**src/rtl/pbus_mon_pkg.sv**
```systemverilog
package pbus_mon_pkg;

    localparam int CBE_W  = 4;
    localparam int CODE_W = 3;

    // Bus sample after conversion to active-high strobes.
    typedef struct packed {
        logic             frame;
        logic             irdy;
        logic             trdy;
        logic             stop;
        logic             devsel;
        logic [CBE_W-1:0] cbe;
    } bus_s;

    typedef enum logic [CODE_W-1:0] {
        ERR_NONE  = 3'd0,
        ERR_INIT  = 3'd1,
        ERR_TGT   = 3'd2,
        ERR_LAST  = 3'd3,
        ERR_STRAY = 3'd4
    } err_e;

    typedef enum logic {
        PH_IDLE = 1'b0,
        PH_DATA = 1'b1
    } phase_e;

endpackage

```
**src/rtl/pbus_pins.sv**
```systemverilog
module pbus_pins
    import pbus_mon_pkg::*;
#(
    parameter bit ACTIVE_LOW = 1'b1
) (
    input  logic             frame_p,
    input  logic             irdy_p,
    input  logic             trdy_p,
    input  logic             stop_p,
    input  logic             devsel_p,
    input  logic [CBE_W-1:0] cbe_p,
    output bus_s             bus
);

    logic [4:0] strobes;

    generate
        if (ACTIVE_LOW) begin : g_inv
            assign strobes = ~{frame_p, irdy_p, trdy_p, stop_p, devsel_p};
        end else begin : g_pass
            assign strobes = {frame_p, irdy_p, trdy_p, stop_p, devsel_p};
        end
    endgenerate

    // The command lines are passed through as raw pin values.
    assign bus.frame  = strobes[4];
    assign bus.irdy   = strobes[3];
    assign bus.trdy   = strobes[2];
    assign bus.stop   = strobes[1];
    assign bus.devsel = strobes[0];
    assign bus.cbe    = cbe_p;

endmodule

```
**src/rtl/pbus_phase.sv**
```systemverilog
module pbus_phase
    import pbus_mon_pkg::*;
(
    input  logic clk,
    input  logic rst_n,
    input  logic frame,
    input  logic irdy,
    input  logic trdy,
    input  logic stop,
    output logic in_data,
    output logic start,
    output logic done,
    output logic word,
    output logic fin,
    output logic last_bad,
    output logic stray
);

    typedef struct packed {
        phase_e ph;
    } st_s;

    st_s st_d, st_q;

    always_comb begin
        in_data  = (st_q.ph == PH_DATA);
        done     = in_data && irdy && (trdy || stop);
        word     = in_data && irdy && trdy;
        fin      = done && !frame;
        last_bad = in_data && !frame && !irdy;
        start    = !in_data && frame;
        stray    = !in_data && !frame && irdy;

        st_d = st_q;
        unique case (st_q.ph)
            PH_IDLE: if (frame) st_d.ph = PH_DATA;
            PH_DATA: if (fin || last_bad) st_d.ph = PH_IDLE;
            default: st_d.ph = PH_IDLE;
        endcase
    end

    always_ff @(posedge clk or negedge rst_n) begin
        if (!rst_n) st_q <= '{ph: PH_IDLE};
        else        st_q <= st_d;
    end

endmodule

```
**src/rtl/pbus_commit.sv**
```systemverilog
module pbus_commit (
    input  logic clk,
    input  logic rst_n,
    input  logic in_data,
    input  logic done,
    input  logic frame,
    input  logic irdy,
    input  logic trdy,
    input  logic stop,
    input  logic devsel,
    output logic init_bad,
    output logic tgt_bad
);

    typedef struct packed {
        logic       hold_i;
        logic       hold_t;
        logic       frame;
        logic [2:0] tgt;
    } cm_s;

    cm_s cm_d, cm_q;

    always_comb begin
        init_bad = cm_q.hold_i && in_data && (!irdy || (frame != cm_q.frame));
        tgt_bad  = cm_q.hold_t && in_data && ({devsel, trdy, stop} != cm_q.tgt);

        // A side stays committed only while the phase it joined is open.
        cm_d.hold_i = in_data && irdy && !done;
        cm_d.hold_t = in_data && (trdy || stop) && !done;
        cm_d.frame  = frame;
        cm_d.tgt    = {devsel, trdy, stop};
    end

    always_ff @(posedge clk or negedge rst_n) begin
        if (!rst_n) cm_q <= '0;
        else        cm_q <= cm_d;
    end

endmodule

```
**src/rtl/pbus_mon.sv**
```systemverilog
module pbus_mon
    import pbus_mon_pkg::*;
#(
    parameter int CNT_W      = 8,
    parameter bit ACTIVE_LOW = 1'b1
) (
    input  logic              clk,
    input  logic              rst_n,
    input  logic              frame_n,
    input  logic              irdy_n,
    input  logic              trdy_n,
    input  logic              stop_n,
    input  logic              devsel_n,
    input  logic [CBE_W-1:0]  cbe_n,
    output logic              txn_start,
    output logic [CBE_W-1:0]  txn_cmd,
    output logic              xfer,
    output logic [CNT_W-1:0]  xfer_cnt,
    output logic              txn_end,
    output logic              err,
    output logic [CODE_W-1:0] err_code
);

    localparam logic [CNT_W-1:0] CNT_MAX = {CNT_W{1'b1}};

    bus_s bus;
    logic in_data, start, done, word, fin, last_bad, stray;
    logic init_bad, tgt_bad;

    pbus_pins #(.ACTIVE_LOW(ACTIVE_LOW)) u_pins (
        .frame_p(frame_n), .irdy_p(irdy_n), .trdy_p(trdy_n),
        .stop_p(stop_n), .devsel_p(devsel_n), .cbe_p(cbe_n), .bus(bus)
    );

    pbus_phase u_phase (
        .clk(clk), .rst_n(rst_n),
        .frame(bus.frame), .irdy(bus.irdy), .trdy(bus.trdy), .stop(bus.stop),
        .in_data(in_data), .start(start), .done(done), .word(word),
        .fin(fin), .last_bad(last_bad), .stray(stray)
    );

    pbus_commit u_commit (
        .clk(clk), .rst_n(rst_n), .in_data(in_data), .done(done),
        .frame(bus.frame), .irdy(bus.irdy), .trdy(bus.trdy),
        .stop(bus.stop), .devsel(bus.devsel),
        .init_bad(init_bad), .tgt_bad(tgt_bad)
    );

    typedef struct packed {
        logic              start;
        logic [CBE_W-1:0]  cmd;
        logic              xfer;
        logic [CNT_W-1:0]  cnt;
        logic              fin;
        logic              err;
        logic [CODE_W-1:0] code;
    } out_s;

    out_s o_d, o_q;
    err_e cause;

    always_comb begin
        // Fixed priority among rules broken in the same clock.
        if (init_bad)      cause = ERR_INIT;
        else if (tgt_bad)  cause = ERR_TGT;
        else if (last_bad) cause = ERR_LAST;
        else if (stray)    cause = ERR_STRAY;
        else               cause = ERR_NONE;

        o_d       = o_q;
        o_d.start = start;
        o_d.xfer  = word;
        o_d.fin   = fin;
        if (start) begin
            o_d.cmd = bus.cbe;
            o_d.cnt = '0;
        end else if (word && (o_q.cnt != CNT_MAX)) begin
            o_d.cnt = o_q.cnt + 1'b1;
        end
        if (!o_q.err && (cause != ERR_NONE)) begin
            o_d.err  = 1'b1;
            o_d.code = cause;
        end
    end

    always_ff @(posedge clk or negedge rst_n) begin
        if (!rst_n) o_q <= '0;
        else        o_q <= o_d;
    end

    assign txn_start = o_q.start;
    assign txn_cmd   = o_q.cmd;
    assign xfer      = o_q.xfer;
    assign xfer_cnt  = o_q.cnt;
    assign txn_end   = o_q.fin;
    assign err       = o_q.err;
    assign err_code  = o_q.code;

endmodule

```
**config.mk**
```make
export PLATFORM = sky130hd
export DESIGN_NAME = pbus_mon
export DESIGN_NICKNAME = d
export VERILOG_FILES = /design/src/rtl/pbus_mon_pkg.sv /design/src/rtl/pbus_pins.sv /design/src/rtl/pbus_phase.sv /design/src/rtl/pbus_commit.sv /design/src/rtl/pbus_mon.sv
export SDC_FILE = /design/constraint.sdc
export NUM_CORES = 1
export LEC_CHECK = 0
export BUFFER_PORTS_ARGS = -buffer_cell sky130_fd_sc_hd__buf_2
export CAP_MARGIN = 10
export CORE_MARGIN = 8
export CORE_UTILIZATION = 40
export DETAILED_ROUTE_END_ITERATION = 16
export REMOVE_ABC_BUFFERS = 1
export SYNTH_ARGS = -nofsm -noshare
export SYNTH_HDL_FRONTEND = slang
export SYNTH_SLANG_ARGS = --single-unit
export TNS_END_PERCENT = 5
```
**constraint.sdc**
```tcl
create_clock -name clk -period 1.8 [get_ports clk]
set_clock_uncertainty 0.15 [all_clocks]
set_input_delay 0 -clock clk [delete_from_list [all_inputs] [get_ports clk]]
set_output_delay 0 -clock clk [all_outputs]
set_load 0.03 [all_outputs]
```
==> results.txt <==
- Leakage power: 0.7489 nW
* Yosys top cell area share: 54.68%
- Number of DRC violations after detailed-routing iteration 0: 28
* Number of post-CTS setup repair buffers: 0
- Effective utilization at floorplan: 42.78%
* Post-CTS Resized: 0
- Chip Height: 70.54 um
- Overall via count from detail_route: 949
- Once detailed placement completed, the half-perimeter wirelength came to 1.868 mm.
- Share of final-layout standard cells stronger than drive strength 1: 29.14%
- Type of the setup path with the least slack: reg -> reg
- IR analysis of the VDD net gives a maximum drop of 0.0004566 V.
- The first detailed-routing pass took 4 iterations.
- STA classifies the critical path startpoint as a flop.
- Num Clock Sinks: 26
- Vias per cell: 5.214
- Vias in the first global route: 1,013
- The critical path goes through xnor2_1 > o31a_1 > o2111a_1 > a211o_1.
- The number of cells on the worst reg-to-reg path is 4.
- The repair_antennas step left the layout with diodes totalling 0.
- Pin slew with the least headroom to its limit: 0.5748 ns
- Buffers added on ports: 29
- After clock tree synthesis, the flow added hold-fix buffers numbering 10.
- Post-synthesis cell type with the largest combined area: dfrtp_1
* Number of antenna violations at the first check in global routing: 0
- TritonCTS created 3 clock buffers.
- Cell types with the highest counts after synthesis: dfrtp_1, inv_1, nand2_1
- Setup violations remaining at the end of the flow were counted as 0.
- The slowest stage of the critical path belongs to the cell dfrtp_1.
- Horizontal die dimension: 70.54 um
* FFs w/ async S/R, synth: 100.0%
* Max Root-Sink Buffers: 2
- YS warnings: 0
* Time the worst path needs with I/O delays and setup: 1.629 ns
* CTS root buf: clkbuf_4
* Site Rows: 19
- Number of enable flip-flop cells after synthesis: 0
- Sequential-to-total area share from yosys stat: 54.68%
* Fillers: 260
- Logic depth of the worst setup path including buffers: 4
* Routed wirelength normalized by instance count: 14.26 um
* Post-route clock period utilization: 90.53%
* Peak per-stage delay on the critical path: 0.40 ns
- PwrDens: 763.5 nW/um^2
- The final count of hold timing violations was 0.
- In this run the tightest slew margin relative to its limit is 61.68%.
- Maximum number of pins on one net before global-route repair: 27
* Buf+Inv Stages, Crit Path: 0
- The number of max-slew violations in the final report was 0.
- In this run, distinct cell masters in the synthesized netlist total 35.
- Final cell count without fillers: 182
- After detailed routing, the number of remaining DRC violations is 0.
- Grouping stages by cell kind, the critical path spends the most delay in compound AO/OA/AOI/OAI gates.
* Number of top-level pins: 30
- Number of violations of the max-capacitance limit: 0
- Clock transition at the registers of the reported paths: 0.14 ns
* Run status: complete, no violations
- Number of standard cells after synthesis: 108
- The worst setup path is captured at a flop.
- In this run the number of H-tree levels came out at 1.
- For this run the aggregate overflow at the end of global routing stands at 0.
- By instance count, the leading cell after synthesis is dfrtp_1.
* Mapped Avg Cell Area: 11.02 um^2
- Global routing used 10.81% of the available tracks.
- Post-layout util: 54.61%
* Remaining antenna violation count after routing: 0
* Sum of negative setup slack: 0 ns
- The synthesized design contains 26 register bits.
- Die outline area: 4976 um^2
- TritonCTS built the clock tree.
- Setup repair after global routing left no endpoint under its margin.
* Dominant register cell in the synthesized netlist: dfrtp_1
- Data on the critical path arrives at its endpoint at 1.71 ns.
- Top post-synthesis cells by area: dfrtp_1, mux2_2, xnor2_1
- Wires add up to 2.595 mm.
* HP Class: in -> async
- The later pin in the worst-skew pair is clocked with a latency of 0.32 ns.
- Number of cells after detailed placement: 168
- Core Region: 2781 um^2
- Max Freq: 613.7 MHz
* Data required time at the worst endpoint: 1.88 ns
- Critical path fanouts, max: 3
- Global placement routability congestion: 0.8833
- Net count of the finished layout: 164
* Area Growth Syn to Fin: 27.66%
- The first global-routing pass estimated 4.567 mm of wire.
* Mapped cell area: 1190 um^2
## where the power goes
part           switching [mW]  internal, mW  total [mW]
clock                   0.176         0.124       0.300
combinational           0.131        0.0865       0.218
sequential             0.0236         0.619       0.642
total                   0.331         0.829        1.16
## layout make-up
| class | instances | area, um^2 | area share (%) |
|---|---|---|---|
| inverter | 8 | 30.03 | 1.977 |
| multi-input combinational | 71 | 495.5 | 32.62 |
| sequential | 26 | 650.6 | 42.83 |
| clock buffer | 4 | 36.28 | 2.389 |
| tap | 31 | 38.79 | 2.554 |
| timing repair buffer | 42 | 267.8 | 17.63 |
## logic make-up after synthesis
group,synth area share (%)
and+or+nand+nor,17.35
DFF,54.68
AOI/OAI and AO/OA,13.46
buffers and inverters,3.680
xor gates and xnor gates,5.153
muxes,4.626
adders and majority gates,1.051
## final timing paths
path	slack, ns	to	startpoint
min in group clk	0.22	u_commit.cm_q[2]$_DFF_PN0_	devsel_n
max in group asynchronous	1.08	u_commit.cm_q[5]$_DFF_PN0_	rst_n
min reg2reg	0.37	txn_cmd[1]$_DFFE_PN0P_	txn_cmd[1]$_DFFE_PN0P_
max	0.17	err_code[1]$_DFFE_PN0P_	u_commit.cm_q[0]$_DFF_PN0_
max reg2reg	0.17	err_code[1]$_DFFE_PN0P_	u_commit.cm_q[0]$_DFF_PN0_
min	0.04	txn_start$_DFF_PN0_	rst_n
## worst reg2reg max path: stages, from the launching register on
cell	delay, ns
dfrtp_1	0.40
xnor2_1	0.12
o31a_1	0.34
o2111a_1	0.26
a211o_1	0.25
## per-stage QoR
| step | total power, mW | hold WS, ns | setup slack (ns) | instance area [um^2] |
|---|---|---|---|---|
| after global routing | 1.216 | 0.07900 | 0.04301 | 1519 |
| after global placement | 0.8531 | -0.1147 | 0.2097 | 1383 |
| after detailed placement | 0.8587 | -0.1118 | 0.1691 | 1383 |
| after floorplan | 0.7742 | -0.4456 | 0.1847 | 1176 |
| final | 1.160 | 0.04348 | 0.1705 | 1519 |
| after CTS | 1.177 | 0.06607 | 0.1586 | 1519 |
## metal layers
layer / wire [um] / track usage, % / vias to the layer above
li1: - / - / 469
met1: 1174 / 12.99 / 454
met2: 1288 / 18.61 / 22
met3: 99 / 2.232 / 4
met4: 34 / 3.939 / 0
met5: 0 / 0 / -
## cells in the final DEF, fill, tap and decap left out, drive strengths merged, types with 2 or more instances in the layout
| cell type | instances |
|---|---|
| buf | 32 |
| dfrtp | 26 |
| dlygate4sd3 | 10 |
| inv | 8 |
| nand2 | 8 |
| nor2 | 8 |
| xnor2 | 5 |
| o21ai | 5 |
| a21oi | 4 |
| and2 | 4 |
| mux2 | 4 |
| clkbuf | 4 |
| nor3 | 3 |
| nand4 | 3 |
| and3 | 2 |
| nand2b | 2 |
| xor2 | 2 |
| o31a | 2 |
| o22ai | 2 |
| a211o | 2 |
## state kept, by name (all words and copies together) (netlist names)
name	count
u_commit.cm_q	6
txn_cmd	4
err_code	3
err	1
xfer	1
txn_end	1
u_phase.in_data	1
xfer_cnt	8
txn_start	1
Power figures use the tool's default switching activity.
